--- src/rtl/qdac_pkg.sv ---
package qdac_pkg;
  localparam int unsigned CH        = 4;
  localparam int unsigned DW        = 8;
  localparam int unsigned AW        = $clog2(CH);
  localparam int unsigned WORD_BITS = 2 + AW + DW;

  typedef struct packed {
    logic          all_on;   // low: every channel shuts down
    logic          one_on;   // low: addressed channel shuts down
    logic [AW-1:0] addr;
    logic [DW-1:0] data;
  } cmd_t;

  function automatic cmd_t unpack_word(input logic [WORD_BITS-1:0] w);
    return cmd_t'(w);
  endfunction

  function automatic logic [CH-1:0] next_shdn(input logic [CH-1:0] cur, input cmd_t c);
    logic [CH-1:0] n;
    n = cur;
    if (!c.all_on)      n = '1;
    else if (!c.one_on) n[c.addr] = 1'b1;
    else                n[c.addr] = 1'b0;
    return n;
  endfunction
endpackage

--- src/rtl/qdac_sync.sv ---
module qdac_sync #(
  parameter int unsigned   W    = 1,
  parameter logic [W-1:0]  INIT = '0
) (
  input  logic         clk,
  input  logic         rst_n,
  input  logic [W-1:0] d,
  output logic [W-1:0] q
);
  logic [W-1:0] meta;

  always_ff @(posedge clk or negedge rst_n) begin
    if (!rst_n) begin
      meta <= INIT;
      q    <= INIT;
    end else begin
      meta <= d;
      q    <= meta;
    end
  end
endmodule

--- src/rtl/qdac_shift.sv ---
module qdac_shift
  import qdac_pkg::*;
#(
  parameter int unsigned NBITS = WORD_BITS
) (
  input  logic             clk,
  input  logic             rst_n,
  input  logic             sclk_s,
  input  logic             cs_n_s,
  input  logic             sdin_s,
  output logic [NBITS-1:0] word,
  output logic             commit
);
  localparam int unsigned CW = $clog2(NBITS + 2);
  localparam logic [CW-1:0] CNT_FULL = CW'(NBITS);
  localparam logic [CW-1:0] CNT_OVER = CW'(NBITS + 1);

  logic          sclk_d, cs_d;
  logic [CW-1:0] count;
  logic          sclk_rise, cs_rise;

  assign sclk_rise = sclk_s & ~sclk_d;
  assign cs_rise   = cs_n_s & ~cs_d;
  assign commit    = cs_rise && (count == CNT_FULL);

  always_ff @(posedge clk or negedge rst_n) begin
    if (!rst_n) begin
      sclk_d <= 1'b0;
      cs_d   <= 1'b1;
      count  <= '0;
      word   <= '0;
    end else begin
      sclk_d <= sclk_s;
      cs_d   <= cs_n_s;
      if (cs_n_s) begin
        count <= '0;
      end else if (sclk_rise) begin
        word <= {word[NBITS-2:0], sdin_s};
        if (count != CNT_OVER) count <= count + 1'b1;
      end
    end
  end
endmodule

--- src/rtl/qdac_bank.sv ---
module qdac_bank
  import qdac_pkg::*;
(
  input  logic             clk,
  input  logic             rst_n,
  input  logic             clr_n,
  input  logic             commit,
  input  cmd_t             cmd,
  input  logic             ld_n_s,
  output logic [CH*DW-1:0] in_flat,
  output logic [CH*DW-1:0] dac_flat,
  output logic [CH-1:0]    shdn
);
  logic bank_rst_n;
  assign bank_rst_n = rst_n & clr_n;

  for (genvar ch = 0; ch < CH; ch++) begin : g_ch
    logic [DW-1:0] stage_r, out_r;

    always_ff @(posedge clk or negedge bank_rst_n) begin
      if (!bank_rst_n)                         stage_r <= '0;
      else if (commit && cmd.addr == AW'(ch))  stage_r <= cmd.data;
    end

    always_ff @(posedge clk or negedge bank_rst_n) begin
      if (!bank_rst_n)  out_r <= '0;
      else if (!ld_n_s) out_r <= stage_r;
    end

    assign in_flat[ch*DW +: DW]  = stage_r;
    assign dac_flat[ch*DW +: DW] = out_r;
  end

  always_ff @(posedge clk or negedge bank_rst_n) begin
    if (!bank_rst_n)  shdn <= '0;
    else if (commit)  shdn <= next_shdn(shdn, cmd);
  end
endmodule

--- src/rtl/qdac_serial_ctrl.sv ---
module qdac_serial_ctrl
  import qdac_pkg::*;
(
  input  logic             clk,
  input  logic             rst_n,
  input  logic             sclk,
  input  logic             sdin,
  input  logic             cs_n,
  input  logic             ldac_n,
  input  logic             clr_n,
  output logic [CH*DW-1:0] dac_codes,
  output logic [CH-1:0]    shdn
);
  logic [3:0]           raw_in, syn_out;
  logic                 sclk_s, cs_n_s, sdin_s, ld_n_s;
  logic [WORD_BITS-1:0] word;
  logic                 word_commit;
  cmd_t                 cmd;
  logic                 word_all_on;
  logic [CH*DW-1:0]     in_flat;

  assign raw_in = {ldac_n, sclk, cs_n, sdin};
  assign {ld_n_s, sclk_s, cs_n_s, sdin_s} = syn_out;

  qdac_sync #(.W(4), .INIT(4'b1010)) u_sync (
    .clk(clk), .rst_n(rst_n), .d(raw_in), .q(syn_out)
  );

  qdac_shift #(.NBITS(WORD_BITS)) u_shift (
    .clk(clk), .rst_n(rst_n), .sclk_s(sclk_s), .cs_n_s(cs_n_s),
    .sdin_s(sdin_s), .word(word), .commit(word_commit)
  );

  assign cmd         = unpack_word(word);
  assign word_all_on = cmd.all_on;

  qdac_bank u_bank (
    .clk(clk), .rst_n(rst_n), .clr_n(clr_n), .commit(word_commit),
    .cmd(cmd), .ld_n_s(ld_n_s), .in_flat(in_flat),
    .dac_flat(dac_codes), .shdn(shdn)
  );
endmodule

--- config.mk ---
export PLATFORM = sky130hd
export DESIGN_NAME = qdac_serial_ctrl
export DESIGN_NICKNAME = d
export VERILOG_FILES = /design/src/rtl/qdac_pkg.sv /design/src/rtl/qdac_sync.sv /design/src/rtl/qdac_shift.sv /design/src/rtl/qdac_bank.sv /design/src/rtl/qdac_serial_ctrl.sv
export SDC_FILE = /design/constraint.sdc
export NUM_CORES = 1
export LEC_CHECK = 0
export BUFFER_PORTS_ARGS = -buffer_cell sky130_fd_sc_hd__buf_2
export CAP_MARGIN = 20
export CORE_UTILIZATION = 57
export DETAILED_ROUTE_END_ITERATION = 10
export GPL_ROUTABILITY_DRIVEN = 1
export GPL_TIMING_DRIVEN = 0
export PLACE_DENSITY = 0.78
export SLEW_MARGIN = 20
export SYNTH_ARGS = -nofsm -noshare
export SYNTH_HDL_FRONTEND = slang
export SYNTH_SLANG_ARGS = --single-unit
--- constraint.sdc ---
create_clock -name clk -period 2.9 [get_ports clk]
set_input_delay 0.58 -clock clk [delete_from_list [all_inputs] [get_ports clk]]
set_output_delay 0.58 -clock clk [all_outputs]
set_load 0.005 [all_outputs]
[Word level (Yosys, flattened, before mapping)]
Cells that the tools add are included.
Cells by class
  magnitude comparators: 2
  reductions and logical operators: 11
  eq/ne operators: 5
  multipliers: 0
  divide/modulo/power cells: 0
  shifts and indexed selects: 0
  add/sub/neg operators: 1
  bitwise logic cells: 9
  muxes and demuxes: 7
Operator list (count)
  2-to-1 mux 4 bit: 5
  logical AND 1 bit: 6
  adder 4 x 1 -> 4 bit, second input constant: 1
  bitwise AND 4 bit: 1
  equality test 2 bit, second input constant: 2
  equality test 4 bit, second input constant: 1
  != test 4 bit, second input constant: 1
  inverter 4 bit: 1
  OR 4 bit: 1
  AND reduction 2 bit: 2
  nonzero test 2 bit: 2
  bitwise AND 1 bit: 3
  < comparator 2 x 3 -> 1 bit, second input constant: 1
  inverter 1 bit: 3
  demux 1 bit (select 2 bit): 1
  equality test 2 x 1 -> 1 bit, second input constant: 1
  greater-or-equal comparator 2 x 1 -> 1 bit, second input constant: 1
  zero test 2 bit: 1
  2-to-1 mux 1 bit: 1
Storage, ports and cells
  input port bits: 7
  memories kept: 0
  output and inout bits: 36
  bits in read-only memories: 0
  RAM bits: 0
  word-level logic and storage cells: 50
  bits in latches: 0
  register bits after elaboration: 94

[Logic depth before layout (Yosys ltp)]
  depth in word-level cells: 8
  mapped depth: 7

[Cells and area by module]
Synthesis repeated with hierarchy kept, for this count alone.
Unflattened totals
  cells, all modules: 226
  area, all modules: 3681.0 sq um
Modules (own cells, without submodules)
  qdac_bank: area an instance 2625.0 sq um, seq. area each 1701.6 sq um, cells each 161, times used 1
  qdac_shift: area an instance 850.8 sq um, seq. area each 451.7 sq um, cells each 57, times used 1
  qdac_sync: area an instance 205.2 sq um, seq. area each 205.2 sq um, cells each 8, times used 1

[Worst setup path before layout]
Ideal clock, no wire load.
  kind: reg-to-reg
  start: register u_shift.count[0]
  end: register u_bank.g_ch[2].stage_r[0]
  stages on the path, launching flop included: 8
  arrival: 1.519 ns
  period minus slack after synthesis: 1.644 ns
  setup slack: 1.256 ns
  cells stage by stage: dfrtp_1 -> inv_1 -> ha_1 -> and3b_1 -> buf_6 -> and3_4 -> buf_12 -> mux2_4
Between the ends
  word-level cells in the longest chain between the ends: 3
Ends and longest elaborated chain
  start, declared: RTL line qdac_shift.sv:19  | logic [CW-1:0] count;
  start signal, assigned: RTL line qdac_shift.sv:39  | if (count != CNT_OVER) count <= count + 1'b1;
  equality test 4 bit: RTL line qdac_shift.sv:24  | assign commit = cs_rise && (count == CNT_FULL);
  logical AND 1 bit: RTL line qdac_shift.sv:24
  logical AND 1 bit: RTL line qdac_bank.sv:22  | else if (commit && cmd.addr == AW'(ch)) stage_r <= cmd.data;
  end signal, assigned: RTL line qdac_bank.sv:22
  end, declared: RTL line qdac_bank.sv:18  | logic [DW-1:0] stage_r, out_r;
Every way passes these cells.
A chain may end at the register's enable or synchronous reset.

[Final worst setup path]
  start: register u_shift.count[0]
  end: register u_bank.g_ch[2].stage_r[7]
The elaborated chain is that of the path after synthesis.

==> results.sh <==
export IMPL_outcome="complete, no violations"
export IMPL_globalplace_congestion=0.693
export IMPL_antenna_found_initial=0
export IMPL_wl_per_cell_um=16.7
export IMPL_antenna_left=0
export IMPL_track_usage_pct=19.6
export IMPL_vias=1965
export IMPL_cp_data_required_time_ps=3130
export IMPL_hold_worst_slack_ps=224
export IMPL_port_buffers=42
export IMPL_grt_overflow=0
export IMPL_dp_hpwl_um=4200
export IMPL_start_util_pct=59.1
export IMPL_worst_slew_pin_slew_ps=586
export IMPL_synth_seq_area_share_pct=62.9
export IMPL_ys_seq_elements=94
export IMPL_drv_slew=0
export IMPL_num_rows=29
export IMPL_nFillCells=453
export IMPL_firstDrtPassIters=4
export IMPL_die_h_um=83.1
export IMPL_layout_common_cells="89 x dfrtp_1, 51 x mux2_2, 47 x buf_2"
export IMPL_ys_types=30
export IMPL_cts_buffers=9
export IMPL_final_hold_violation_count=0
export IMPL_cts_buffer_depth=2
export IMPL_max_slew_margin_pct=60.9
export IMPL_cp_max_fo=10
export IMPL_max_cap_violations=0
export IMPL_critPathKind="reg2reg"
export IMPL_ir_drop_mv=0.388
export IMPL_startpoint_type="flop"
export IMPL_drc=0
export IMPL_final_common_cell="dfrtp_1"
export IMPL_cts_repair_resized=0
export IMPL_clk_latency_ps=350
export IMPL_ys_warn_count=0
export IMPL_period_minus_slack_ps=1760
export IMPL_syn_inst=228
export IMPL_cp_end_kind="flop"
export IMPL_critPathArrivalTime_ps=1980
export IMPL_pre_cts_slack_ps=1100
export IMPL_ioPinCount=43
export IMPL_grt_pass1_wl_um=10400
export IMPL_antennaDiodeCount=0
export IMPL_wirelength_um=6070
export IMPL_grt_pass1_vias=1987
export IMPL_die_area_um2=6910
export IMPL_finalSetupViolations=0
export IMPL_p_leak_nw=2.20
export IMPL_path_clk_slew_ps=90
export IMPL_worst_slack_ps=1140
export IMPL_num_nets_final=292
export IMPL_hp_class="in2async"
export IMPL_die_x_um=83.1
export IMPL_drive_above_1_share_pct=52.6
export IMPL_synth_nets=238
export IMPL_period_share_pct=60.5
export IMPL_fin_skew_ps=9.71
export IMPL_clockRootBuffer="clkbuf_8"
export IMPL_htree_levels=3
export IMPL_viasPerCell=5.40
export IMPL_cts_tree="built"
export IMPL_max_freq_ghz=0.570
export IMPL_core_area_um2=6350
export IMPL_syn_to_final_growth_pct=13.8
export IMPL_p_per_area_nw_per_um2=579
export IMPL_synth_cell_area_um2=3750
export IMPL_grt_max_degree=41
export IMPL_clock_sinks=94
export IMPL_drt_iter0_drc=121
export IMPL_cts_setup_buffers=0
export IMPL_postCtsHoldBufs=0
export IMPL_syn_avg_cell_area_um2=16.5
export IMPL_grt_setup_unrepaired="no"
worst paths after layout:
check                                        startpoint                                     to  slack [ps]  cells past startpoint
hold reg to reg                u_sync.meta[2]$_DFF_PN0_                  u_sync.q[2]$_DFF_PN0_         350                      0
hold / removal                                    rst_n           u_shift.count[0]$_DFFE_PN0P_         220                      1
max in group asynchronous                         rst_n  u_bank.g_ch[3].stage_r[1]$_DFFE_PN0P_        1560                      3
setup / recovery           u_shift.count[0]$_DFFE_PN0P_  u_bank.g_ch[2].stage_r[7]$_DFFE_PN0P_        1140                      7
min in group clk                                   cs_n               u_sync.meta[1]$_DFF_PN1_         320                      1
setup reg to reg           u_shift.count[0]$_DFFE_PN0P_  u_bank.g_ch[2].stage_r[7]$_DFFE_PN0P_        1140                      7
cells in the mapped netlist (all sizes together):
| cell | number | share of area [%] |
|---|---|---|
| dfrtp | 89 | 59 |
| mux2 | 77 | 26 |
| buf | 9 | 2.6 |
| a21oi | 5 | 0.67 |
| dfstp | 5 | 3.5 |
| and3 | 4 | 1.1 |
| inv | 4 | 0.40 |
| nor2 | 4 | 0.40 |
| nor3b | 4 | 0.80 |
| a211oi | 3 | 0.60 |
| and2 | 3 | 0.50 |
| ha | 3 | 1.0 |
| nand2b | 3 | 0.50 |
| a311oi | 2 | 0.47 |
| nand3 | 2 | 0.60 |
| nor2b | 2 | 0.33 |
| o21a | 2 | 0.40 |
| a31oi | 1 | 0.17 |
| and3b | 1 | 0.23 |
| and4 | 1 | 0.23 |
| clkbuf | 1 | 0.10 |
| mux2i | 1 | 0.27 |
| nor3 | 1 | 0.13 |
| nor4 | 1 | 0.17 |
layout make-up:
type                       count  area [um^2]  area share [%]
timing repair buffer          43          230            5.39
inverter                       4         15.0           0.352
sequential                    94         2360            55.2
multi-input combinational    120         1280            30.0
clock inverter                 5         58.8            1.38
buffer                        10          100            2.34
clock buffer                  11          131            3.08
tap                           77         96.3            2.26
state kept, by name, summed over array words and instances, names as in the netlist:
| signal | cells |
|---|---|
| u_bank.g_ch.out_r | 32 |
| u_bank.g_ch.stage_r | 32 |
| u_shift.word | 12 |
| u_bank.shdn | 4 |
| u_shift.count | 4 |
| u_sync.meta | 4 |
| u_sync.q | 4 |
| u_shift.cs_d | 1 |
| u_shift.sclk_d | 1 |
per-stage QoR:
step           setup TNS (ps)  cell area [um^2]  total power (W)  instances  utilization, %
5_1_grt                     0              4270          0.00258        364            67.3
2_1_floorplan               0              3750          0.00157        228               -
4_1_cts                     0              4270          0.00250        364            67.3
6_report                    0              4270          0.00247        364            67.3
3_5_place_dp                0              4080          0.00166        348            64.3
3_3_place_gp           -81540              4060          0.00165        347            63.9
power breakdown:
part | internal, W | total, W | switching [W]
logic | 0.0000742 | 0.000148 | 0.0000741
clock network | 0.000401 | 0.000836 | 0.000435
registers | 0.00137 | 0.00149 | 0.000113
metal layers:
layer | GRT usage, % | part of all wire (%)
met1 | 27.5 | 47
met2 | 30.2 | 50
met3 | 3.78 | 2.0
met4 | 8.46 | 1.5
met5 | 0 | 0
cell families after synthesis:
family | Yosys count | synth area share (%)
AO/OA/AOI/OAI | 13 | 2.30
AND/OR/NAND/NOR | 26 | 4.97
adder cells (fa/ha/maj) | 3 | 1.00
buffers and inverters | 14 | 3.07
flip-flops | 94 | 62.9
multiplexers | 78 | 25.8
critical path, cell delays in order, from the launching register on:
cell and delay (ps):
dfrtp_1 420, inv_1 80, ha_1 190, and3b_1 180, buf_6 140, and3_4 190, buf_12 140, mux2_4 300
(Power assumes the default switching activity.)
